`config.mk`:
```
export PLATFORM = sky130hd
export DESIGN_NAME = cardclk_gen
export DESIGN_NICKNAME = d
export VERILOG_FILES = /design/src/rtl/ccg_pkg.sv /design/src/rtl/ccg_regs.sv /design/src/rtl/ccg_divider.sv /design/src/rtl/cardclk_gen.sv
export SDC_FILE = /design/constraint.sdc
export NUM_CORES = 1
export LEC_CHECK = 0
export BUFFER_PORTS_ARGS = -buffer_cell sky130_fd_sc_hd__buf_2
export CORE_UTILIZATION = 48
export DETAILED_ROUTE_END_ITERATION = 6
export GPL_ROUTABILITY_DRIVEN = 0
export MAX_ROUTING_LAYER = met4
export PLACE_DENSITY = 0.83
export SLEW_MARGIN = 15
export SYNTH_ARGS = -nofsm -noshare
export SYNTH_HDL_FRONTEND = slang
export SYNTH_SLANG_ARGS = --single-unit
```
`constraint.sdc`:
```
create_clock -name clk -period 2.2 [get_ports clk]
set_input_delay 0.11 -clock clk [delete_from_list [all_inputs] [get_ports clk]]
set_output_delay 0.11 -clock clk [all_outputs]
set_load 0.01 [all_outputs]
```
`src/rtl/ccg_pkg.sv`:
```
package ccg_pkg;
  typedef enum logic [1:0] {
    SEL_DIV = 2'd0,
    SEL_SRC = 2'd1,
    SEL_ENA = 2'd2,
    SEL_CMD = 2'd3
  } reg_sel_e;

  localparam int ENA_ON_BIT    = 0;
  localparam int ENA_LP_BIT    = 1;
  localparam int CMD_WAIT_BIT  = 0;
  localparam int CMD_UPD_BIT   = 1;
  localparam int CMD_START_BIT = 31;
endpackage

```
`src/rtl/ccg_regs.sv`:
```
module ccg_regs
  import ccg_pkg::*;
#(
  parameter int DIV_W = 8,
  parameter int SRC_W = 2
) (
  input  logic             clk,
  input  logic             rst,
  input  logic             wr_en,
  input  logic [1:0]       wr_addr,
  input  logic [31:0]      wr_data,
  input  logic [1:0]       rd_addr,
  input  logic             data_busy,
  input  logic             cclk_low,
  output logic [31:0]      rd_data,
  output logic [DIV_W-1:0] sh_div,
  output logic [SRC_W-1:0] sh_src,
  output logic             sh_en,
  output logic             sh_lp,
  output logic             load
);
  logic pend_q, wait_q;

  // Update is taken once pending, not held by busy data, and card clock low.
  assign load = pend_q && !(wait_q && data_busy) && cclk_low;

  always_ff @(posedge clk) begin
    if (rst) begin
      sh_div <= '0;
      sh_src <= '0;
      sh_en  <= 1'b0;
      sh_lp  <= 1'b0;
      pend_q <= 1'b0;
      wait_q <= 1'b0;
    end else begin
      if (load) pend_q <= 1'b0;
      if (wr_en) begin
        case (reg_sel_e'(wr_addr))
          SEL_DIV: sh_div <= wr_data[DIV_W-1:0];
          SEL_SRC: sh_src <= wr_data[SRC_W-1:0];
          SEL_ENA: begin
            sh_en <= wr_data[ENA_ON_BIT];
            sh_lp <= wr_data[ENA_LP_BIT];
          end
          default: begin
            if (wr_data[CMD_START_BIT] && wr_data[CMD_UPD_BIT]) begin
              pend_q <= 1'b1;
              wait_q <= wr_data[CMD_WAIT_BIT];
            end
          end
        endcase
      end
    end
  end

  always_comb begin
    case (reg_sel_e'(rd_addr))
      SEL_DIV: rd_data = 32'(sh_div);
      SEL_SRC: rd_data = 32'(sh_src);
      SEL_ENA: rd_data = {30'd0, sh_lp, sh_en};
      default: rd_data = {pend_q, 31'd0};
    endcase
  end

  // start bit only drops through a load of the settings
  a_r3_pend_until_load: assert property (@(posedge clk) disable iff (rst)
    $fell(pend_q) |-> $past(load));
  // a held update stays pending while data is busy
  a_r7_wait_hold: assert property (@(posedge clk) disable iff (rst)
    (pend_q && wait_q && data_busy) |=> pend_q);
endmodule

```
`src/rtl/ccg_divider.sv`:
```
module ccg_divider #(
  parameter int DIV_W    = 8,
  parameter int SRC_W    = 2,
  parameter int IDLE_CYC = 16,
  localparam int IDLE_W  = $clog2(IDLE_CYC + 1)
) (
  input  logic             clk,
  input  logic             rst,
  input  logic             load,
  input  logic [DIV_W-1:0] sh_div,
  input  logic [SRC_W-1:0] sh_src,
  input  logic             sh_en,
  input  logic             sh_lp,
  input  logic             cmd_busy,
  input  logic             data_busy,
  output logic             cclk,
  output logic             cclk_stb,
  output logic [DIV_W-1:0] act_div,
  output logic [SRC_W-1:0] act_src
);
  logic              en_q, lp_q, cclk_q, stb_q, gated_q;
  logic [DIV_W-1:0]  cnt_q;
  logic [IDLE_W-1:0] idle_q;
  logic              run, bypass, toggle_now, activity;

  assign run        = en_q && !gated_q;
  assign bypass     = (act_div == '0);
  assign toggle_now = !bypass && (cnt_q == act_div - DIV_W'(1));
  assign activity   = cmd_busy || data_busy;

  // Idle detection and low-power gating
  always_ff @(posedge clk) begin
    if (rst || load) begin
      idle_q  <= '0;
      gated_q <= 1'b0;
    end else if (activity || !lp_q) begin
      idle_q  <= '0;
      gated_q <= 1'b0;
    end else begin
      if (idle_q != IDLE_W'(IDLE_CYC)) idle_q <= idle_q + IDLE_W'(1);
      else if (!cclk_q && !(run && toggle_now)) gated_q <= 1'b1;
    end
  end

  // Live settings and the counter
  always_ff @(posedge clk) begin
    if (rst) begin
      act_div <= '0;
      act_src <= '0;
      en_q    <= 1'b0;
      lp_q    <= 1'b0;
      cnt_q   <= '0;
      cclk_q  <= 1'b0;
      stb_q   <= 1'b0;
    end else if (load) begin
      act_div <= sh_div;
      act_src <= sh_src;
      en_q    <= sh_en;
      lp_q    <= sh_lp;
      cnt_q   <= '0;
      cclk_q  <= 1'b0;
      stb_q   <= 1'b0;
    end else if (!run) begin
      cnt_q  <= '0;
      cclk_q <= 1'b0;
      stb_q  <= 1'b0;
    end else if (bypass) begin
      cnt_q  <= '0;
      cclk_q <= 1'b0;
      stb_q  <= 1'b1;
    end else if (toggle_now) begin
      cnt_q  <= '0;
      cclk_q <= !cclk_q;
      stb_q  <= !cclk_q;
    end else begin
      cnt_q <= cnt_q + DIV_W'(1);
      stb_q <= 1'b0;
    end
  end

  assign cclk     = cclk_q;
  assign cclk_stb = stb_q;

  // settings arrive only while the card clock is low
  a_r6_load_low: assert property (@(posedge clk) disable iff (rst)
    load |-> !cclk_q);
  // every rise of the card clock carries its strobe
  a_r4_rise_strobe: assert property (@(posedge clk) disable iff (rst)
    $rose(cclk_q) |-> stb_q);
  // a gated clock is held low
  a_r9_gate_low: assert property (@(posedge clk) disable iff (rst)
    gated_q |-> !cclk_q);
  // bypass keeps the level output low
  a_r5_bypass_low: assert property (@(posedge clk) disable iff (rst)
    (en_q && bypass && !load) |=> !cclk_q);
endmodule

```
`src/rtl/cardclk_gen.sv`:
```
module cardclk_gen #(
  parameter int DIV_W    = 8,
  parameter int SRC_W    = 2,
  parameter int IDLE_CYC = 16
) (
  input  logic             clk,
  input  logic             rst,
  input  logic             wr_en,
  input  logic [1:0]       wr_addr,
  input  logic [31:0]      wr_data,
  input  logic [1:0]       rd_addr,
  output logic [31:0]      rd_data,
  input  logic             cmd_busy,
  input  logic             data_busy,
  output logic             cclk,
  output logic             cclk_stb,
  output logic [DIV_W-1:0] act_div,
  output logic [SRC_W-1:0] act_src
);
  logic [DIV_W-1:0] sh_div;
  logic [SRC_W-1:0] sh_src;
  logic             sh_en, sh_lp, load;

  ccg_regs #(.DIV_W(DIV_W), .SRC_W(SRC_W)) u_regs (
    .clk(clk), .rst(rst), .wr_en(wr_en), .wr_addr(wr_addr), .wr_data(wr_data),
    .rd_addr(rd_addr), .data_busy(data_busy), .cclk_low(!cclk),
    .rd_data(rd_data), .sh_div(sh_div), .sh_src(sh_src), .sh_en(sh_en),
    .sh_lp(sh_lp), .load(load)
  );

  ccg_divider #(.DIV_W(DIV_W), .SRC_W(SRC_W), .IDLE_CYC(IDLE_CYC)) u_div (
    .clk(clk), .rst(rst), .load(load), .sh_div(sh_div), .sh_src(sh_src),
    .sh_en(sh_en), .sh_lp(sh_lp), .cmd_busy(cmd_busy), .data_busy(data_busy),
    .cclk(cclk), .cclk_stb(cclk_stb), .act_div(act_div), .act_src(act_src)
  );
endmodule

```
==> impl_metrics.toml <==
[finish]
areaGrowthSynthToFinish_pct = 12.5
final_util_pct = 56.2
share_of_final_layout_standard_cells_stronger_than_drive_strength_1_pct = 20.6
finish.net_count = 330
insertedDiodeCount = 0

[route]
wire_per_inst_um = 11.6
drc_errors = 0
drt_first_pass_iters = 4
drt_iter0_markers = 29
detail_route.vias_per_cell = 4.96
wirelength_um = 3920
num_vias = 1677
route.antenna.remaining_nets = 0

[outcome]
status = "completed"

[critical_path]
reg2reg_depth = 7
crit_path_max_incr_delay_ns = 0.37
slowest_stage = "sky130_fd_sc_hd__or3_1"
crit_path_end = "u_div.cnt_q[1]"
crit_chain = "inv_1 > ha_1 > xnor2_1 > a211oi_1 > o211ai_1 > or3_1 > and3_1"
crit_fanout = 7
worst_ep_required_time_ns = 2.39
worst_r2r_endpoint = "u_div.cnt_q[1]"
setup.worst_path.end_class = "register"
worstPathArrival_ns = 2.12
startpoint = "u_div.act_div[0]"
timing.critical_path.from_type = "register"
timing.rr.start = "u_div.act_div[0]"
timing_worst_setup_path_type = "register to register"
reg2reg_setup_slack_ns = 0.27

[timing]
sum_of_negative_setup_slack_ns = 0
unrepaired_setup_endpoints_after_global_routing = "no"
final_cycle_share_pct = 87.6
timing_max_transition_violations_final = 0
final_critical_path_setup_slack_ns = 0.272
worst_max_slew_pin_slew_ns = 0.546
setup_violations = 0
report.final.hold_viol_count = 0
worst_slew_margin_rel_pct = 63.3
final_period_minus_worst_setup_slack_ns = 1.93
worst_clock_skew_ns = 0.00412
max_freq_mhz = 519

[clocking]
cts_buffer_depth = 2
tritoncts.num_buffers = 5
cts_setup_buffers = 0
clk_pin_slew_ns = 0.08
numClockSinks = 42
cts_repair_resize_count = 0
tritoncts_clock_tree = "yes"
htree_num_levels = 2
ctsHoldBuffers = 0
clk-insertion-delay-late_ns = 0.30
clock-root-buffer = "sky130_fd_sc_hd__clkbuf_8"

[logic_synthesis]
yosysTopAreaCell = "sky130_fd_sc_hd__dfxtp_1"
ys_top_cells_by_area = "sky130_fd_sc_hd__dfxtp_1 (39%), sky130_fd_sc_hd__mux2i_1 (13%), sky130_fd_sc_hd__buf_4 (8.0%)"
syn_area_mm2 = 0.00216
ys_seq_area_share_pct = 38.9
synthesis.instances = 243
synthesized_area_per_cell_um2 = 8.89
yosysMostFrequentCell = "sky130_fd_sc_hd__nor2_1"
async_flop_share_pct = 0
postSynth.topFlopCell = "sky130_fd_sc_hd__dfxtp_1"
synth.top_cell.area_share_pct = 38.9
postSynthRegisterBits = 42
post_synth_most_frequent_cells = "sky130_fd_sc_hd__nor2_1 (43), sky130_fd_sc_hd__dfxtp_1 (42), sky130_fd_sc_hd__mux2i_1 (27), sky130_fd_sc_hd__buf_4 (23), sky130_fd_sc_hd__nand2_1 (12)"
synth_enable_flop_cells = 0
synth-warning-count = 0
synth.lib_cells_used.distinct = 34

[place]
place.port_buffers = 38
dp.final_hpwl_um = 2930
pre_cts_slack_ns = 0.291

[grt]
antenna_found_initial = 0
grt-ovfl-total = 0
grt_pass1_vias = 1547
pin_count_of_the_biggest_net_entering_global_routing = 30
global_route.usage.total_pct = 18.2
grt_pass1_wl_um = 6910

[pwr]
cellPowerDensity_mw_per_mm2 = 570
vdd_drop_max_mv = 0.496
clockPowerShare_pct = 37.7
comb_power_share_pct = 6.3
pwr-share-seq_pct = 55.9
cell_internal_pwr_mw = 1.05
power.leakage_nw = 1.02
sw_frac_of_total_pct = 24.0
switching_power_mw = 0.333

[min_path]
hold_path_class = "primary input to register"

[floorplanning]
core_area_mm2 = 0.00432
die_y_um = 69.1
initial_utilization_pct = 49.9
fp-row-count = 24
io_pins = 85
fp.dieArea_mm2 = 0.00477
die_w_um = 69.1

[flow_run]
drv.max_cap_violation_count = 0
==> registers in the layout, indices dropped and copies added, names as in the netlist <==
| name | cells |
|---|---|
| u_regs.sh_src | 2 |
| u_regs.pend_q | 1 |
| u_div.idle_q | 5 |
| u_div.cnt_q | 8 |
| u_regs.sh_en | 1 |
| u_div.gated_q | 1 |
| u_div.act_src | 2 |
| u_regs.sh_lp | 1 |
| u_div.en_q | 1 |
| u_div.lp_q | 1 |
| u_div.cclk_stb | 1 |
| u_div.cclk | 1 |
| u_div.act_div | 8 |
| u_regs.sh_div | 8 |
| u_regs.wait_q | 1 |
==> power groups by stage <==
stage / clock, mW / combinational (mW) / sequential [mW]
detailed placement: 0 / 0.0871 / 0.793
finish: 0.522 / 0.0878 / 0.775
CTS: 0.536 / 0.0875 / 0.775
global placement: 0 / 0.0855 / 0.792
floorplan: 0 / 0.0875 / 0.791
global route: 0.569 / 0.0981 / 0.776
==> cell usage in the layout (no fill, tap or decap) <==
| cell | instances |
|---|---|
| sky130_fd_sc_hd__or2_2 | 2 |
| sky130_fd_sc_hd__nor3_1 | 7 |
| sky130_fd_sc_hd__or3_1 | 1 |
| sky130_fd_sc_hd__dfxtp_1 | 42 |
| sky130_fd_sc_hd__nor2b_1 | 1 |
| sky130_fd_sc_hd__a21o_2 | 1 |
| sky130_fd_sc_hd__and2_1 | 6 |
| sky130_fd_sc_hd__nor3b_1 | 2 |
| sky130_fd_sc_hd__o21ai_0 | 4 |
| sky130_fd_sc_hd__a311o_1 | 1 |
| sky130_fd_sc_hd__clkbuf_8 | 6 |
| sky130_fd_sc_hd__nand2b_1 | 2 |
| sky130_fd_sc_hd__buf_2 | 38 |
| sky130_fd_sc_hd__nand3_1 | 9 |
| sky130_fd_sc_hd__buf_4 | 5 |
| sky130_fd_sc_hd__a211oi_1 | 2 |
| sky130_fd_sc_hd__a21oi_1 | 7 |
| sky130_fd_sc_hd__clkinvlp_4 | 1 |
| sky130_fd_sc_hd__and3_1 | 6 |
| sky130_fd_sc_hd__nand4b_4 | 1 |
| sky130_fd_sc_hd__ha_1 | 4 |
| sky130_fd_sc_hd__xnor2_1 | 11 |
| sky130_fd_sc_hd__o211ai_1 | 1 |
| sky130_fd_sc_hd__and3_2 | 1 |
| sky130_fd_sc_hd__o31ai_2 | 2 |
| sky130_fd_sc_hd__nand3b_1 | 1 |
| sky130_fd_sc_hd__conb_1 | 23 |
| sky130_fd_sc_hd__mux2i_1 | 27 |
| sky130_fd_sc_hd__inv_1 | 6 |
| sky130_fd_sc_hd__clkinv_2 | 1 |
| sky130_fd_sc_hd__nand2_1 | 12 |
| sky130_fd_sc_hd__xor2_1 | 8 |
| sky130_fd_sc_hd__o32ai_1 | 1 |
| sky130_fd_sc_hd__nor2_1 | 43 |
| sky130_fd_sc_hd__nor4_4 | 1 |
==> kinds of logic (layout without fill, tap and decap cells) <==
logic type / after synthesis / count (layout) / share of synthesized area, %
simple gates: 95 / 95 / 22.0
flops: 42 / 42 / 38.9
buf+inv: 36 / 57 / 10.4
mux: 27 / 27 / 12.5
compound gates: 19 / 19 / 6.03
xor+xnor: 19 / 19 / 7.71
fa+ha+maj: 4 / 4 / 2.32
other cells: 1 / 23 / 0.174
==> final cells by class <==
class,count,area (um^2)
Sequential cell,42,841
Multi-Input combinational cell,187,1180
Inverter,6,22.5
Clock inverter,2,12.5
Clock buffer,6,82.6
Timing Repair Buffer,43,228
Tap cell,52,65.1
Fill cell,389,1900
==> critical path, delay by kind of cell (launching register included) <==
family / cells / cell delay (ns)
simple gates: 2 / 0.56
compound gates: 2 / 0.44
flops: 1 / 0.34
fa+ha+maj: 1 / 0.27
xor+xnor: 1 / 0.15
buf+inv: 1 / 0.05
==> stage by stage <==
step	instance area (um^2)	instances	hold slack [ns]	power, mW
final	2430	338	0.0528	1.39
after global routing	2430	338	0.0645	1.44
after CTS	2430	338	0.0476	1.40
after detailed placement	2330	330	0.362	0.880
after global placement	2330	330	0.343	0.878
after floorplan	2240	265	0.246	0.878
==> how the worst min path moves through the flow <==
stage	start	to	slack [ns]	cells past startpoint
floorplan	wr_data[0]	u_regs.sh_en	0.25	2
global placement	wr_data[2]	u_regs.sh_div[2]	0.34	3
detailed placement	wr_data[6]	u_regs.sh_div[6]	0.36	3
CTS	wr_data[6]	u_regs.sh_div[6]	0.05	3
global route	wr_data[4]	u_regs.sh_div[4]	0.06	3
finish	wr_data[5]	u_regs.sh_div[5]	0.05	3
==> metal layers <==
layer / wire, um / track usage, %
met5: 0 / -
met4: 55 / 6.12
met3: 181 / 4.09
met2: 1810 / 28.2
met1: 1870 / 23.6
Power figures use the tool's default switching activity.
